### src/rtl/hs_gate_seq_pkg.sv
package hs_gate_seq_pkg;
  typedef enum logic [1:0] {
    ST_OFF   = 2'd0,
    ST_ON    = 2'd1,
    ST_FAULT = 2'd2
  } seq_state_e;
endpackage

### src/rtl/hs_latchoff_timer.sv
module hs_latchoff_timer #(
  parameter int unsigned OFF_TICKS = 64
) (
  input  logic clk_i,
  input  logic rst_ni,
  input  logic run_i,
  input  logic tick_i,
  output logic done_o
);
  localparam int unsigned CNT_W = $clog2(OFF_TICKS + 1);
  localparam logic [CNT_W-1:0] TERM = CNT_W'(OFF_TICKS);

  logic [CNT_W-1:0] cnt_q;

  // count restarts from zero whenever the fault latch is not held
  always_ff @(posedge clk_i or negedge rst_ni) begin
    if (!rst_ni)                         cnt_q <= '0;
    else if (!run_i)                     cnt_q <= '0;
    else if (tick_i && (cnt_q != TERM))  cnt_q <= cnt_q + 1'b1;
  end

  assign done_o = (cnt_q == TERM);


  cnt_bound_chk: assert property (@(posedge clk_i) disable iff (!rst_ni)
    cnt_q <= TERM);


  cnt_clear_chk: assert property (@(posedge clk_i) disable iff (!rst_ni)
    !run_i |=> (cnt_q == '0));
endmodule

### src/rtl/hs_seq_fsm.sv
module hs_seq_fsm
  import hs_gate_seq_pkg::*;
(
  input  logic clk_i,
  input  logic rst_ni,
  input  logic supply_ok_i,
  input  logic uv_hi_i,
  input  logic ov_hi_i,
  input  logic sense_over_i,
  input  logic trip_i,
  input  logic timer_done_i,
  output logic fault_o,
  output logic gate_on_o,
  output logic gate_up_o,
  output logic gate_pd_o,
  output logic gate_reg_o
);
  seq_state_e state_q, state_d;
  logic       rel_q;
  logic       window_ok, release_now;

  assign window_ok   = supply_ok_i & uv_hi_i & ~ov_hi_i;
  assign release_now = ~uv_hi_i | ~supply_ok_i;

  always_comb begin
    state_d = state_q;
    unique case (state_q)
      ST_OFF:   if (window_ok && !sense_over_i) state_d = ST_ON;
      ST_ON: begin
        if (trip_i)          state_d = ST_FAULT;
        else if (!window_ok) state_d = ST_OFF;
      end
      ST_FAULT: if (timer_done_i && (rel_q || release_now)) state_d = ST_OFF;
      default:  state_d = ST_OFF;
    endcase
  end

  always_ff @(posedge clk_i or negedge rst_ni) begin
    if (!rst_ni) begin
      state_q <= ST_OFF;
      rel_q   <= 1'b0;
    end else begin
      state_q <= state_d;
      // release only counts once the latch already exists
      if (state_q != ST_FAULT) rel_q <= 1'b0;
      else if (release_now)    rel_q <= 1'b1;
    end
  end

  // shutdown path is combinational: no edge between window loss and gate off
  assign gate_on_o  = (state_q == ST_ON) & window_ok;
  assign gate_up_o  = gate_on_o & ~sense_over_i;
  assign gate_reg_o = gate_on_o & sense_over_i;
  assign gate_pd_o  = ~gate_on_o;
  assign fault_o    = (state_q == ST_FAULT);


  start_cond_chk: assert property (@(posedge clk_i) disable iff (!rst_ni)
    (state_q == ST_OFF) |=> ((state_q != ST_ON) || $past(window_ok && !sense_over_i)));


  trip_latch_chk: assert property (@(posedge clk_i) disable iff (!rst_ni)
    (state_q == ST_ON && trip_i) |=> (state_q == ST_FAULT));


  latchoff_hold_chk: assert property (@(posedge clk_i) disable iff (!rst_ni)
    (state_q == ST_FAULT && !timer_done_i) |=> (state_q == ST_FAULT));


  gate_window_chk: assert property (@(posedge clk_i) disable iff (!rst_ni)
    !window_ok |-> (!gate_up_o && !gate_reg_o));
endmodule

### src/rtl/hs_pgood_latch.sv
module hs_pgood_latch #(
  parameter bit PG_ACTIVE_LOW = 1'b0
) (
  input  logic clk_i,
  input  logic rst_ni,
  input  logic gate_on_i,
  input  logic drain_low_i,
  input  logic gate_near_i,
  output logic pgood_o
);
  logic pg_q;

  always_ff @(posedge clk_i or negedge rst_ni) begin
    if (!rst_ni) pg_q <= 1'b0;
    else         pg_q <= gate_on_i & (pg_q | (drain_low_i & gate_near_i));
  end

  generate
    if (PG_ACTIVE_LOW) begin : g_pol_low
      assign pgood_o = ~pg_q;
    end else begin : g_pol_high
      assign pgood_o = pg_q;
    end
  endgenerate


  pg_set_chk: assert property (@(posedge clk_i) disable iff (!rst_ni)
    $rose(pg_q) |-> $past(gate_on_i && drain_low_i && gate_near_i));


  pg_clear_chk: assert property (@(posedge clk_i) disable iff (!rst_ni)
    !gate_on_i |=> !pg_q);
endmodule

### src/rtl/hs_gate_seq.sv
module hs_gate_seq #(
  parameter int unsigned OFF_TICKS     = 64,
  parameter bit          PG_ACTIVE_LOW = 1'b0
) (
  input  logic clk_i,
  input  logic rst_ni,
  input  logic supply_ok_i,
  input  logic uv_hi_i,
  input  logic ov_hi_i,
  input  logic sense_over_i,
  input  logic drain_low_i,
  input  logic gate_near_i,
  input  logic trip_i,
  input  logic tick_i,
  output logic gate_up_o,
  output logic gate_pd_o,
  output logic gate_reg_o,
  output logic pgood_o
);
  logic fault, gate_on, timer_done;

  hs_seq_fsm u_fsm (
    .clk_i        (clk_i),
    .rst_ni       (rst_ni),
    .supply_ok_i  (supply_ok_i),
    .uv_hi_i      (uv_hi_i),
    .ov_hi_i      (ov_hi_i),
    .sense_over_i (sense_over_i),
    .trip_i       (trip_i),
    .timer_done_i (timer_done),
    .fault_o      (fault),
    .gate_on_o    (gate_on),
    .gate_up_o    (gate_up_o),
    .gate_pd_o    (gate_pd_o),
    .gate_reg_o   (gate_reg_o)
  );

  hs_latchoff_timer #(.OFF_TICKS(OFF_TICKS)) u_timer (
    .clk_i  (clk_i),
    .rst_ni (rst_ni),
    .run_i  (fault),
    .tick_i (tick_i),
    .done_o (timer_done)
  );

  hs_pgood_latch #(.PG_ACTIVE_LOW(PG_ACTIVE_LOW)) u_pg (
    .clk_i       (clk_i),
    .rst_ni      (rst_ni),
    .gate_on_i   (gate_on),
    .drain_low_i (drain_low_i),
    .gate_near_i (gate_near_i),
    .pgood_o     (pgood_o)
  );


  fault_gate_off_chk: assert property (@(posedge clk_i) disable iff (!rst_ni)
    fault |-> (gate_pd_o && !gate_up_o && !gate_reg_o));
endmodule

### config.mk
export PLATFORM = sky130hd
export DESIGN_NAME = hs_gate_seq
export DESIGN_NICKNAME = d
export VERILOG_FILES = /design/src/rtl/hs_gate_seq_pkg.sv /design/src/rtl/hs_latchoff_timer.sv /design/src/rtl/hs_seq_fsm.sv /design/src/rtl/hs_pgood_latch.sv /design/src/rtl/hs_gate_seq.sv
export SDC_FILE = /design/constraint.sdc
export NUM_CORES = 1
export LEC_CHECK = 0
export ABC_AREA = 1
export ABC_CLOCK_PERIOD_IN_PS = 1280
export BUFFER_PORTS_ARGS = -buffer_cell sky130_fd_sc_hd__buf_2
export CORE_MARGIN = 2
export CORE_UTILIZATION = 45
export DETAILED_ROUTE_END_ITERATION = 16
export PLACE_DENSITY = 0.79
export SLEW_MARGIN = 20
export SYNTH_ARGS = -nofsm -noshare
export SYNTH_HDL_FRONTEND = slang
export SYNTH_HIERARCHICAL = 1
export SYNTH_SLANG_ARGS = --single-unit
### constraint.sdc
create_clock -name clk_i -period 1.28 [get_ports clk_i]
set_input_delay 0.256 -clock clk_i [delete_from_list [all_inputs] [get_ports clk_i]]
set_output_delay 0.256 -clock clk_i [all_outputs]
set_load 0.005 [all_outputs]
==> results list, run 1 <==
- Share of layout cells above drive strength 1: 0.496
- # DRC: 0
* First-pass GRT wire length: approximately 2.3 mm
* Max-capacitance violation count: 0
* Avg Cell Area, Syn: ~7.5 sq um
- Sum of negative setup slack: -0.120 ns
- Summed over all cells, the static leakage comes to a little over 0.5 nW.
- Of the total power, registers draw 0.438.
- Switching share of total power: 0.326
* Utilization of the core after routing: 0.707
* Maximum achievable frequency: between 0.7 and 0.8 GHz
- Setup violations remaining at the end of the flow were counted as 6.
- Violated checks: setup timing
- Of the available clock period, the critical path in the final layout requires 1.03.
* Cell area after synthesis: 671 sq um
- The filler cells instantiated in the layout total just under 100.
- Depth of the CTS H-tree: 1
- In this run the tool buffered the top-level ports with 13 buffer cells.
- Tightest slew margin relative to the limit: 0.820
- Layout-stage area growth over the synthesis result: 42.4%
* Die ar.: 0.00182 sq mm
- Entering global routing, the biggest net connects 12 pins.
* Post-Synth XOR/XNOR Area: 0.0392
- In the final routed layout, each cell accounts on average for 13.8 microns.
- Count of pins over their slew limit: 0
* Worst slew pin tran: 0.269 ns
* Std cell rows: 13
* Final Skew: a little over 0.007 ns
- Of the synthesized area, sequential elements account for 0.410.
- Ratio of total power to cell area: 969 mW/mm^2
- The flow ran to the end, but the final reports show violations.
- The internal portion of the total power is 0.624 mW.
- The tree is rooted in a sky130_fd_sc_hd__clkbuf_4.
- The number of nets in the synthesized netlist is between 100 and 150.
- GRT Overall Usage: 0.162
- Portion of total power attributed to combinational logic: 0.305
- Worst EP arrival: about 1.5 ns
- Number of cells produced by synthesis: 89
- For this run, the number of Yosys warnings is 6.
- After layout, the design draws a total of 0.925 mW.
* Pre-CTS WS: -0.00459 ns
* Area fraction in compound gates after synthesis: 0.0317
- In this run the worst path has a maximum fanout of 6.
* CTS tree: yes
- Minimum period implied by the final worst setup slack: between 1 and 1.5 ns
* Initial drt markers: 29
- Of the total synthesized cell area, the portion taken by AND, OR, NAND and NOR gates is 0.375.
- Core footprint: between 0.001 and 0.0015 sq mm
- Weighted congestion reported at the end of routability-driven placement: 0.768
* Starting utilization of the core area: 0.497
* Multiplexer share of the synthesized area: 0
- After synthesis the netlist holds a flip-flop and latch count of 11.
- Power share of the clock group: 0.256
- After detailed routing, the number of vias per cell comes to around 5.4.
- After layout, the worst setup slack is -0.0378 ns.
- Iteration count of the initial detailed-routing pass: 4
- By area, the combinational part of the netlist is dominated by simple AND/OR/NAND/NOR gates.
- The clock reaches the later pin of the worst-skew pair after approximately 0.26 ns.
* Total congestion overflow after global routing: 0
- Measured along the x axis, the die boundary spans roughly 43 microns.
- HPWL after detailed placement: a little under 1 mm
* Via count: 699
- Height of the die: approximately 43 microns
- The worst-case IR drop observed on VDD is roughly 0.76 mV.
- Setup repair after global routing missed its margin: true
- For this design the top-level I/O count stands at 14.
* Number of antenna diodes: 0
* Number of clock sinks: 11
- After clock tree synthesis, the clock-pin slew on the worst setup and hold paths is ~0.08 ns.
* Critical Setup Path Class: register to register
* Count of final hold-check violations: 0
- Count of nets after finishing: ~130
- Antenna violations before repair: 0
- The detail route stage leaves a number of antenna-violating nets equal to 0.
- Summed over all nets, the switching power comes to about 0.30 mW.
- Total routed wirelength: ~1.8 mm
- Post-synthesis adder-cell area fraction: 0.0373
- The path class of the tightest hold or removal check is primary input to register.
- Kind of capture point of the worst setup path: register
* Critical path startpoint category: register
* Maximum buffer depth of the clock tree: 2
* WP data required: between 1 and 1.5 ns
- The number of global-route vias before repair is about 580.
- Synthesis instantiated 20 different standard cells from the library.
- Number of clock buffers inserted by TritonCTS: 3
[cells by family after synthesis]
family,count (synthesis)
and+or+nand+nor,52
buffers and inverters,18
DFF,11
AOI/OAI and AO/OA,3
xor gates and xnor gates,3
adders and majority gates,2
[critical path, stage by stage, from the launching register on]
cell                      delay, ns
sky130_fd_sc_hd__dfrtp_1       0.42
sky130_fd_sc_hd__inv_2         0.09
sky130_fd_sc_hd__ha_4          0.12
sky130_fd_sc_hd__nand2_2       0.05
sky130_fd_sc_hd__inv_2         0.06
sky130_fd_sc_hd__nand3_4       0.11
sky130_fd_sc_hd__nand2_4       0.11
sky130_fd_sc_hd__nand2_8       0.08
sky130_fd_sc_hd__inv_8         0.08
sky130_fd_sc_hd__nand2_1       0.06
sky130_fd_sc_hd__nand2_1       0.07
[power groups by stage]
| stage | Clock (mW) | Combinational (mW) | Sequential (mW) |
|---|---|---|---|
| 2_1_floorplan | 0 | 0.103 | 0.406 |
| 3_3_place_gp | 0 | 0.155 | 0.409 |
| 3_5_place_dp | 0 | 0.160 | 0.410 |
| 4_1_cts | 0.243 | 0.222 | 0.403 |
| 5_1_grt | 0.265 | 0.304 | 0.409 |
| 6_report | 0.237 | 0.282 | 0.406 |
[registers in the layout, indices dropped and copies added (netlist names)]
register,count
u_timer/cnt_q,7
u_pg/pgood_o,1
u_fsm/state_q,2
u_fsm/rel_q,1
[layout make-up]
| cell class | count | area, sq um | share of cell area |
|---|---|---|---|
| Clock buffer | 4 | 26.3 | 0.0275 |
| Sequential cell | 11 | 275 | 0.288 |
| Timing Repair Buffer | 23 | 143 | 0.149 |
| Tap cell | 15 | 18.8 | 0.0197 |
| Inverter | 17 | 71.3 | 0.0747 |
| Multi-Input combinational cell | 60 | 420 | 0.440 |
[final timing paths]
path / start / endpoint / slack (ns) / depth (start not counted)
min in group asynchronous: rst_ni / u_timer/cnt_q[4] / 0.41 / 2
worst max-delay path: u_timer/cnt_q[0] / u_timer/cnt_q[0] / -0.04 / 10
worst max register to register: u_timer/cnt_q[0] / u_timer/cnt_q[0] / -0.04 / 10
max in group asynchronous: rst_ni / u_fsm/state_q[1] / 0.65 / 2
worst min register to register: u_fsm/rel_q / u_fsm/rel_q / 0.50 / 1
worst min-delay path: gate_near_i / u_pg/pgood_o / 0.23 / 3
[cell usage in the layout, fill, tap and decap left out]
cell,count
sky130_fd_sc_hd__nand2_1,18
sky130_fd_sc_hd__buf_2,13
sky130_fd_sc_hd__dfrtp_1,11
sky130_fd_sc_hd__inv_1,10
sky130_fd_sc_hd__buf_4,9
sky130_fd_sc_hd__nor2_2,6
sky130_fd_sc_hd__inv_2,6
sky130_fd_sc_hd__nand2_2,5
sky130_fd_sc_hd__nand3_2,5
sky130_fd_sc_hd__nand3_1,4
sky130_fd_sc_hd__clkbuf_4,3
sky130_fd_sc_hd__nand2_4,3
sky130_fd_sc_hd__nand4_1,3
sky130_fd_sc_hd__nor2_1,3
sky130_fd_sc_hd__xor2_1,3
sky130_fd_sc_hd__nor2_4,2
sky130_fd_sc_hd__clkbuf_1,1
sky130_fd_sc_hd__dlygate4sd3_1,1
sky130_fd_sc_hd__o21a_1,1
sky130_fd_sc_hd__o21ai_0,1
sky130_fd_sc_hd__nor3_1,1
sky130_fd_sc_hd__a21oi_2,1
sky130_fd_sc_hd__nand3_4,1
sky130_fd_sc_hd__nand2_8,1
sky130_fd_sc_hd__inv_8,1
sky130_fd_sc_hd__ha_4,1
sky130_fd_sc_hd__ha_1,1
[per-layer routing]
metal	part of all wire	wire length, microns	track usage
met1	0.41	740	0.206
met2	0.53	950	0.274
met3	0.047	85	0.0172
met4	0.012	22	0.0750
met5	0	0	0
[through the flow]
stage | hold WS (ns) | instance area [sq um] | std cells
after global placement | 0.139 | 772 | 119
after floorplan | -0.0396 | 671 | 89
final | 0.234 | 955 | 130
after detailed placement | 0.142 | 772 | 119
after CTS | 0.213 | 868 | 129
after global routing | 0.229 | 955 | 130
[synthesized netlist by cell type (all sizes together)]
cell | count | area (sq um)
a21oi | 1 | 8.76
nand4 | 3 | 18.8
ha | 2 | 25.0
dfrtp | 11 | 275
nor3 | 1 | 5.00
buf | 1 | 5.00
inv | 17 | 66.3
xor2 | 3 | 26.3
nor2 | 11 | 58.8
nand3 | 10 | 55.1
o21ai | 1 | 5.00
nand2 | 27 | 114
o21a | 1 | 7.51
[what timing repair did]
item / in CTS / in global routing
setup endpoints to repair: 7 / 11
hold endpoints to repair: 11 / 0
gates resized for setup: 8 / 20
setup buffers: 5 / 1
hold buffers: 1 / 0
pin swaps: 6 / 6
No activity file was read; power rests on OpenSTA's default activity.
==> run 2, diff against run 1 <==
- HOLD_SLACK_MARGIN: default -> 0.15
- RECOVER_POWER: default -> 100
- SYNTH_HIERARCHICAL: 1 -> default
==> run 2 against run 1 <==
  * The flow still finishes with violations (setup timing)
  * Clock-buffer cell count stayed put
  * Clock power barely moved
  * Synthesized cell count down 4.5%
  * Design area down 2.0%
  * Global-route usage grew 2.3 points
  * Core utilization is 1.4 points lower
  * Sequential cell count unchanged
  * Clock skew shrank 0.0042 ns
  * First-iteration DRC count shrank 76%
  * Combinational power fell by 31%
  * Largest cell class unchanged
  * Largest power group unchanged
==> results list, run 2 <==
* Status: complete, but fails checks
* Violated checks: setup timing
- For the final database, setup skew stands at roughly 0.003 ns.
- The worst setup path is launched from a register.
- Maximum number of pins on one net before global-route repair: 12
- The placed instances occupy a cell area of approximately 760 sq um.
- The net count of the finished layout is between 100 and 150.
- Tightest slew margin relative to the limit: 0.586
- TritonCTS built the clock tree.
- Sequential share of the synthesized area: 0.410
- Clk root buf: sky130_fd_sc_hd__clkbuf_4
- For this block, the via count after detailed routing is approximately 630.
- In this run the number of cells on the critical path is 4.
- Count of pins over their slew limit: 0
* Commonest cells in the synthesized netlist: 23 x sky130_fd_sc_hd__nand2_1, 11 x sky130_fd_sc_hd__dfrtp_1, 11 x sky130_fd_sc_hd__inv_1
- At the worst endpoint, the required time is 1.02 ns.
- Cell area after layout: 936 sq um
- The tightest min-delay check is of the primary input to register type.
- Setup violations remaining at the end of the flow were counted as 7.
- Number of clock buffers inserted by TritonCTS: 3
- Max-capacitance violation count: 0
- The library cell used most frequently in the layout, excluding fill and tap cells, is sky130_fd_sc_hd__nand2_1.
- The detailed router finished its first iteration with 7 violations.
* CTS clk-pin slew, worst paths: 0.07 ns
- Of all nets on the critical path, the largest fanout is 5.
* First-pass GRT wire length: between 2 and 2.5 mm
- The count of nets left with antenna violations once routing finished came out at 0.
- Summed over all cells, the static leakage comes to around 0.46 nW.
- Most common flop cell mapped by yosys: sky130_fd_sc_hd__dfrtp_1
- Number of cells produced by synthesis: 85
- Yosys printed 0 warnings.
* Iteration count of the initial detailed-routing pass: 4
* Fin crit share: 1.08
- Measured along the x axis, the die boundary spans around 43 microns.
- Top library cells by usage in the layout, fill and taps aside: 15 x sky130_fd_sc_hd__nand2_1, 12 x sky130_fd_sc_hd__buf_2, 10 x sky130_fd_sc_hd__dfrtp_1
- Weighted congestion reported at the end of routability-driven placement: ~0.84
- After detailed routing, the number of remaining DRC violations is 0.
- The number of antenna diodes in the final layout is 0.
- At the later pin of the worst-skew pair, clock insertion delay measures about 0.27 ns.
- Yosys mapped a number of flops with a built-in enable equal to 0.
- Dividing total power by cell area gives a power density of around 870 mW/mm^2.
- Delay of the slowest cell on the worst path: a little over 0.4 ns
* CP max stage cell: sky130_fd_sc_hd__dfrtp_1
- Kind of capture point of the worst setup path: output pin
- The share of synthesized area in the top cell type comes to 0.410.
- The biggest area contributor in the post-synthesis netlist is sky130_fd_sc_hd__dfrtp_1.
* Height of the die: around 43 microns
- Top-count cell post-synth: sky130_fd_sc_hd__nand2_1
- Std cell rows: 13
* Antenna violations before repair: 0
- Number of buffers and inverters on the critical path: 1
- Minimum period implied by the final worst setup slack: 1.38 ns
- The register with the most flip-flops in the layout has 7 of them.
* Via count of the first global-routing pass: 581
- Top area cells in the synthesized netlist: sky130_fd_sc_hd__dfrtp_1 41%, sky130_fd_sc_hd__nand2_1 13%, sky130_fd_sc_hd__inv_1 6.2%
- Routed via count divided by cell count: about 5
* Core footprint: between 0.001 and 0.0015 sq mm
- Avg Cell Area, Syn: 7.89 sq um
* HPWL after detailed placement: around 1.0 mm
- For this run, asynchronously set or reset flops after synthesis account for 1.00.
- Counting instances, the worst hold path has a depth of 2.
* Depth of the CTS H-tree: 1
- Starting utilization of the core area: 0.497
- Worst slew pin tran: around 0.62 ns
- Count of pins on the block boundary: 14
- GRT Overall Usage: 0.185
- In the final layout, the share of cells above drive strength 1 is 0.495.
- The largest registers in the layout are u_timer.cnt_q (7), u_fsm.state_q (2).
- Hold timing on the final database bottoms out at a slack of between 0.15 and 0.2 ns.
* Average routed wire per standard cell: about 12 microns
- Setup repair after global routing could not meet its margin everywhere.
* Total routed wirelength: between 1.5 and 2 mm
- Syn nets: a little under 100
* Number of clock sinks: 11
- Number of cells on the worst reg-to-reg path: 10
- The total overflow left after global routing is 0.
- Data arrives at the worst endpoint at roughly 1.1 ns.
* Layout-stage area growth over the synthesis result: 39.6%
- Cell area after synthesis: 671 sq um
* Register bit count reported by yosys: 11
* Number of buffers inserted by port buffering: 13
* Count of final hold-check violations: 0
- Derived from the worst setup path, the maximum achievable clock frequency is around 0.72 GHz.
- CP top delay family: flip-flops
* Maximum buffer depth of the clock tree: 2
* Cells along the critical path: nor2_4 > nand2_2 > nor2_1 > buf_2
- Die ar.: ~0.0018 sq mm
- Critical Setup Path Class: register to output pin
- u_timer.cnt_q holds more flip-flops than any other register.
- Across the VDD grid, the largest voltage drop is approximately 0.61 mV.
* Setup slack after layout: -0.102 ns
- Synthesis instantiated 20 different standard cells from the library.
[run 2: cell count changes after synthesis, moves of 2 or more]
cell	previous run	this run
sky130_fd_sc_hd__o21ai_1	0	2
sky130_fd_sc_hd__inv_1	14	11
sky130_fd_sc_hd__inv_2	2	0
sky130_fd_sc_hd__nand3_1	9	6
sky130_fd_sc_hd__nor2_1	6	10
[run 2: power breakdown]
group,internal (mW),switching [mW],leakage (nW)
Sequential,0.367,0.0197,0.149
Combinational,0.0832,0.111,0.294
Clock,0.121,0.115,0.0150
Total,0.571,0.246,0.457
[run 2: final cells by class]
cell class	count	area [sq um]
well taps	15	18.8
fillers	104	414
repair buffers	23	154
flip-flops and latches	11	277
clock buffers	4	26.3
multi-input cells	60	402
inverters	13	58.8
[run 2: final timing paths]
check	start	end	slack, ns
setup / recovery	u_fsm.state_q[1]	gate_reg_o	-0.10
hold / removal	trip_i	u_fsm.state_q[0]	0.18
setup reg to reg	u_timer.cnt_q[0]	u_timer.cnt_q[3]	-0.04
hold reg to reg	u_pg.pgood_o	u_pg.pgood_o	0.52
max in group asynchronous	rst_ni	u_timer.cnt_q[1]	0.32
min in group asynchronous	rst_ni	u_fsm.state_q[1]	0.52
[run 2: kinds of logic after synthesis]
group	Yosys count	share of synthesized area
fa+ha+maj	2	0.0373
flops	11	0.410
buf+inv	14	0.101
simple gates	51	0.382
xor+xnor	2	0.0261
compound gates	5	0.0429
[run 2: timing repair]
| item | 4_1_cts | 5_1_grt |
|---|---|---|
| hold buffers | 1 | 0 |
| hold endpoints to repair | 11 | 0 |
| pin swaps | 2 | 11 |
| resized for setup | 6 | 21 |
| setup endpoints to repair | 10 | 11 |
| setup buffers | 4 | 3 |
[run 2: per-layer routing]
| layer | vias to the layer above | share of wire | track usage |
|---|---|---|---|
| li1 | 320 | - | - |
| met1 | 282 | 0.39 | 0.181 |
| met2 | 19 | 0.52 | 0.332 |
| met3 | 6 | 0.068 | 0.0862 |
| met4 | 0 | 0.020 | 0.0750 |
| met5 | - | 0 | 0 |
[run 2: stage by stage]
stage / util / power [mW] / setup TNS, ns / setup WS (ns) / std cells
5_1_grt: 0.693 / 0.867 / -0.918 / -0.184 / 126
4_1_cts: 0.620 / 0.785 / -0.200 / -0.116 / 123
6_report: 0.693 / 0.818 / -0.348 / -0.102 / 126
2_1_floorplan: - / 0.474 / 0 / 0.0859 / 85
3_3_place_gp: 0.562 / 0.520 / 0 / 0.0117 / 114
3_5_place_dp: 0.562 / 0.527 / -0.141 / -0.0413 / 114
==> run 3, diff against run 2 <==
- PLACE_DENSITY: 0.79 -> default
- PLACE_DENSITY_LB_ADDON: default -> 0.25
- REMOVE_ABC_BUFFERS: default -> 1
==> run 3 against run 2 <==
  * The flow still finishes with violations (setup timing)
  * Sequential power fell by 1%
  * Hold slack lost 0.024 ns
  * Cell count increased by 4.0%
  * Non-clock buffer count is 5 higher
  * Wire length grew 5.0%
  * Sequential share of layout area shrank 0.055 points
  * Critical endpoint unchanged
==> results list, run 3 (synthesis gave the netlist of run 2 again) <==
- Kind of capture point of the worst setup path: output pin
* # DRC: 0
- The count of buffers added on input and output ports is 13.
- From synthesis to final layout, the design area changed by 39.2%.
- Die ar.: 0.00182 sq mm
* Ratio of total power to cell area: between 800 and 900 mW/mm^2
* Portion of total power attributed to combinational logic: 0.217
* Switching share of total power: 0.315
- Total net switching power: 0.259 mW
- The largest registers in the layout are u_timer.cnt_q (7), u_fsm.state_q (2).
- Fin crit share: 1.11
* Maximum buffer depth of the clock tree: 2
- Seq pwr share: 0.466
- Grt peak-use layer: met2
- The die is about 43 microns tall.
* Cell area after layout: approximately 930 sq um
* CTS clk-pin slew, worst paths: 0.08 ns
* CTS tree: yes
- Starting utilization of the core area: 0.497
- Final Skew: 0.00465 ns
- For this run, the post-layout net count is 129.
* Critical Setup Path Class: register to output pin
- In this run the number of H-tree levels came out at 1.
* Total power: 0.822 mW
* Total routed wirelength: roughly 1.6 mm
* Std cell rows: 13
- Antenna violations before repair: 0
- The startpoint identified for the worst register-to-register timing path is u_fsm.state_q[1].
- Entering global routing, the biggest net connects 12 pins.
* Initial drt markers: 13
- Worst EP arrival: 1.16 ns
- Violated checks: setup timing
- Count of pins on the block boundary: 14
* Weighted congestion reported at the end of routability-driven placement: 0.839
- Critical Path Source: u_fsm.state_q[1]
- Setup repair after global routing could not meet its margin everywhere.
- Worst slew pin tran: roughly 0.63 ns
- In the global route stage, met3 resource usage came out at 0.0259.
- Total congestion overflow after global routing: 0
- The number of global-route vias before repair came to ~620.
- Across the VDD grid, the largest voltage drop is around 0.7 mV.
- Iteration count of the initial detailed-routing pass: 5
- For met1 alone, demand over resource in global routing was 0.243.
- Tightest slew margin relative to the limit: 0.577
- For the worst-skew pair, the clock arrives at the later sink with an insertion delay of between 0.2 and 0.3 ns.
* GRT Overall Usage: 0.197
- Setup slack after layout: -0.138 ns
- For met2 alone, demand over resource in global routing was 0.345.
- Counting I/O delays and the setup requirement, the final critical path takes roughly 1.4 ns.
- Post-DP Area: ~760 sq um
- The internal power of the cells totals 0.563 mW.
- Number of clock buffers inserted by TritonCTS: 3
- Power share of the clock group: 0.317
- Number of placed instances, taps included: between 100 and 150
- Slack of the worst reg-to-reg path: -0.12 ns
- The slowest stage of the critical path belongs to the cell sky130_fd_sc_hd__dfrtp_1.
- For this block, the via count after detailed routing is 656.
- First-pass GRT wire length: 2.66 mm
- For this run, the slowest stage of the critical path takes roughly 0.42 ns.
- HPWL after detailed placement: 989 microns
- Critical path startpoint category: register
* Max reg flops: 7
* Share of layout cells above drive strength 1: 0.440
* CP top delay family: flip-flops
- The number of failing hold endpoints at the final stage was 0.
- Number of clock sinks: 11
- 0 antenna diodes ended up in the layout.
* Status: complete, but fails checks
- The worst hold path belongs to the class primary input to register.
- For this design the static power due to leakage is 0.490 nW.
- Count of pins over their slew limit: 0
- In this run the horizontal extent of the chip is roughly 43 microns.
- Remaining number of nets flagged by the antenna check after routing: 0
* Leading cell type in the layout, fill and taps excluded: sky130_fd_sc_hd__nand2_1
- For this run, the top clock speed supported by timing is approximately 0.7 GHz.
- Max-capacitance violation count: 0
* Routed via count divided by cell count: roughly 5
- Cells along the critical path: nor2_4 > nand2_4 > nor2_1 > buf_2
* Number of non-filler instances in the completed layout: around 130
* Clk root buf: sky130_fd_sc_hd__clkbuf_4
- For the worst setup path, the data required time is around 1 ns.
* Number of buffers and inverters on the critical path: 1
- Average routed wire per standard cell: about 13 microns
* Top fanout value on the critical path: 4
* Register name with the most flops: u_timer.cnt_q
- Setup-violating endpoint count in the final report: 6
- Core footprint: 0.00135 sq mm
- Top library cells by usage in the layout, fill and taps aside: 19 x sky130_fd_sc_hd__nand2_1, 12 x sky130_fd_sc_hd__buf_2, 11 x sky130_fd_sc_hd__buf_4, 11 x sky130_fd_sc_hd__dfrtp_1, 8 x sky130_fd_sc_hd__inv_1
* Startpoint of the tightest hold check path: trip_i
## run 3: cell types whose count changed in the layout (fill, tap and decap cells not counted), sizes merged
cell,before,now
buf,21,26
## run 3: layout make-up
cell class,count,area [sq um]
clock buffer,4,26.3
fill,109,417
inverter,13,56.3
multi-input combinational,60,367
sequential,11,275
tap,15,18.8
timing repair buffer,28,190
## run 3: worst paths after layout
| check | to | cells past startpoint |
|---|---|---|
| max | gate_reg_o | 4 |
| min | u_fsm.state_q[0] | 2 |
| max reg2reg | u_fsm.state_q[0] | 8 |
| min reg2reg | u_fsm.rel_q | 2 |
| max in group asynchronous | u_timer.cnt_q[6] | 2 |
| min in group asynchronous | u_fsm.state_q[0] | 2 |
## run 3: power by group through the flow
stage	combinational, mW	sequential (mW)	clock, mW
2_1_floorplan	0.0888	0.385	0
3_3_place_gp	0.137	0.387	0
3_5_place_dp	0.139	0.387	0
4_1_cts	0.154	0.382	0.253
5_1_grt	0.203	0.386	0.267
6_report	0.179	0.383	0.260
## run 3: repair_timing
item | CTS | global route
gates resized for setup | 4 | 15
buffers inserted | 7 | 7
pin swaps | 2 | 7
hold buffers | 1 | 0
endpoints found under the hold margin | 11 | 0
endpoints found under the setup margin | 7 | 12
## run 3: stage by stage
stage                util  TNS [ns]  hold WS [ns]  setup slack [ns]
CTS                 0.635    -0.156         0.162           -0.0833
finish              0.691    -0.575         0.156            -0.138
global route        0.691     -1.25         0.161            -0.204
global placement    0.562  -0.00741         0.138          -0.00652
floorplan               -         0       -0.0396            0.0859
detailed placement  0.562   -0.0169         0.143          -0.00773
## run 3: worst register-to-register path, stage by stage, from the launching register on
cell and delay (ns):
sky130_fd_sc_hd__dfrtp_1 0.42, sky130_fd_sc_hd__nor2_4 0.16, sky130_fd_sc_hd__nand2_4 0.08, sky130_fd_sc_hd__buf_4 0.16, sky130_fd_sc_hd__buf_6 0.10, sky130_fd_sc_hd__buf_6 0.10
sky130_fd_sc_hd__buf_6 0.10, sky130_fd_sc_hd__buf_4 0.12, sky130_fd_sc_hd__o21ai_2 0.09
## run 3: routing by layer
metal	routed length [microns]	share of wire
met1	711	0.43
met2	852	0.52
met3	45	0.027
met4	36	0.022
met5	0	0
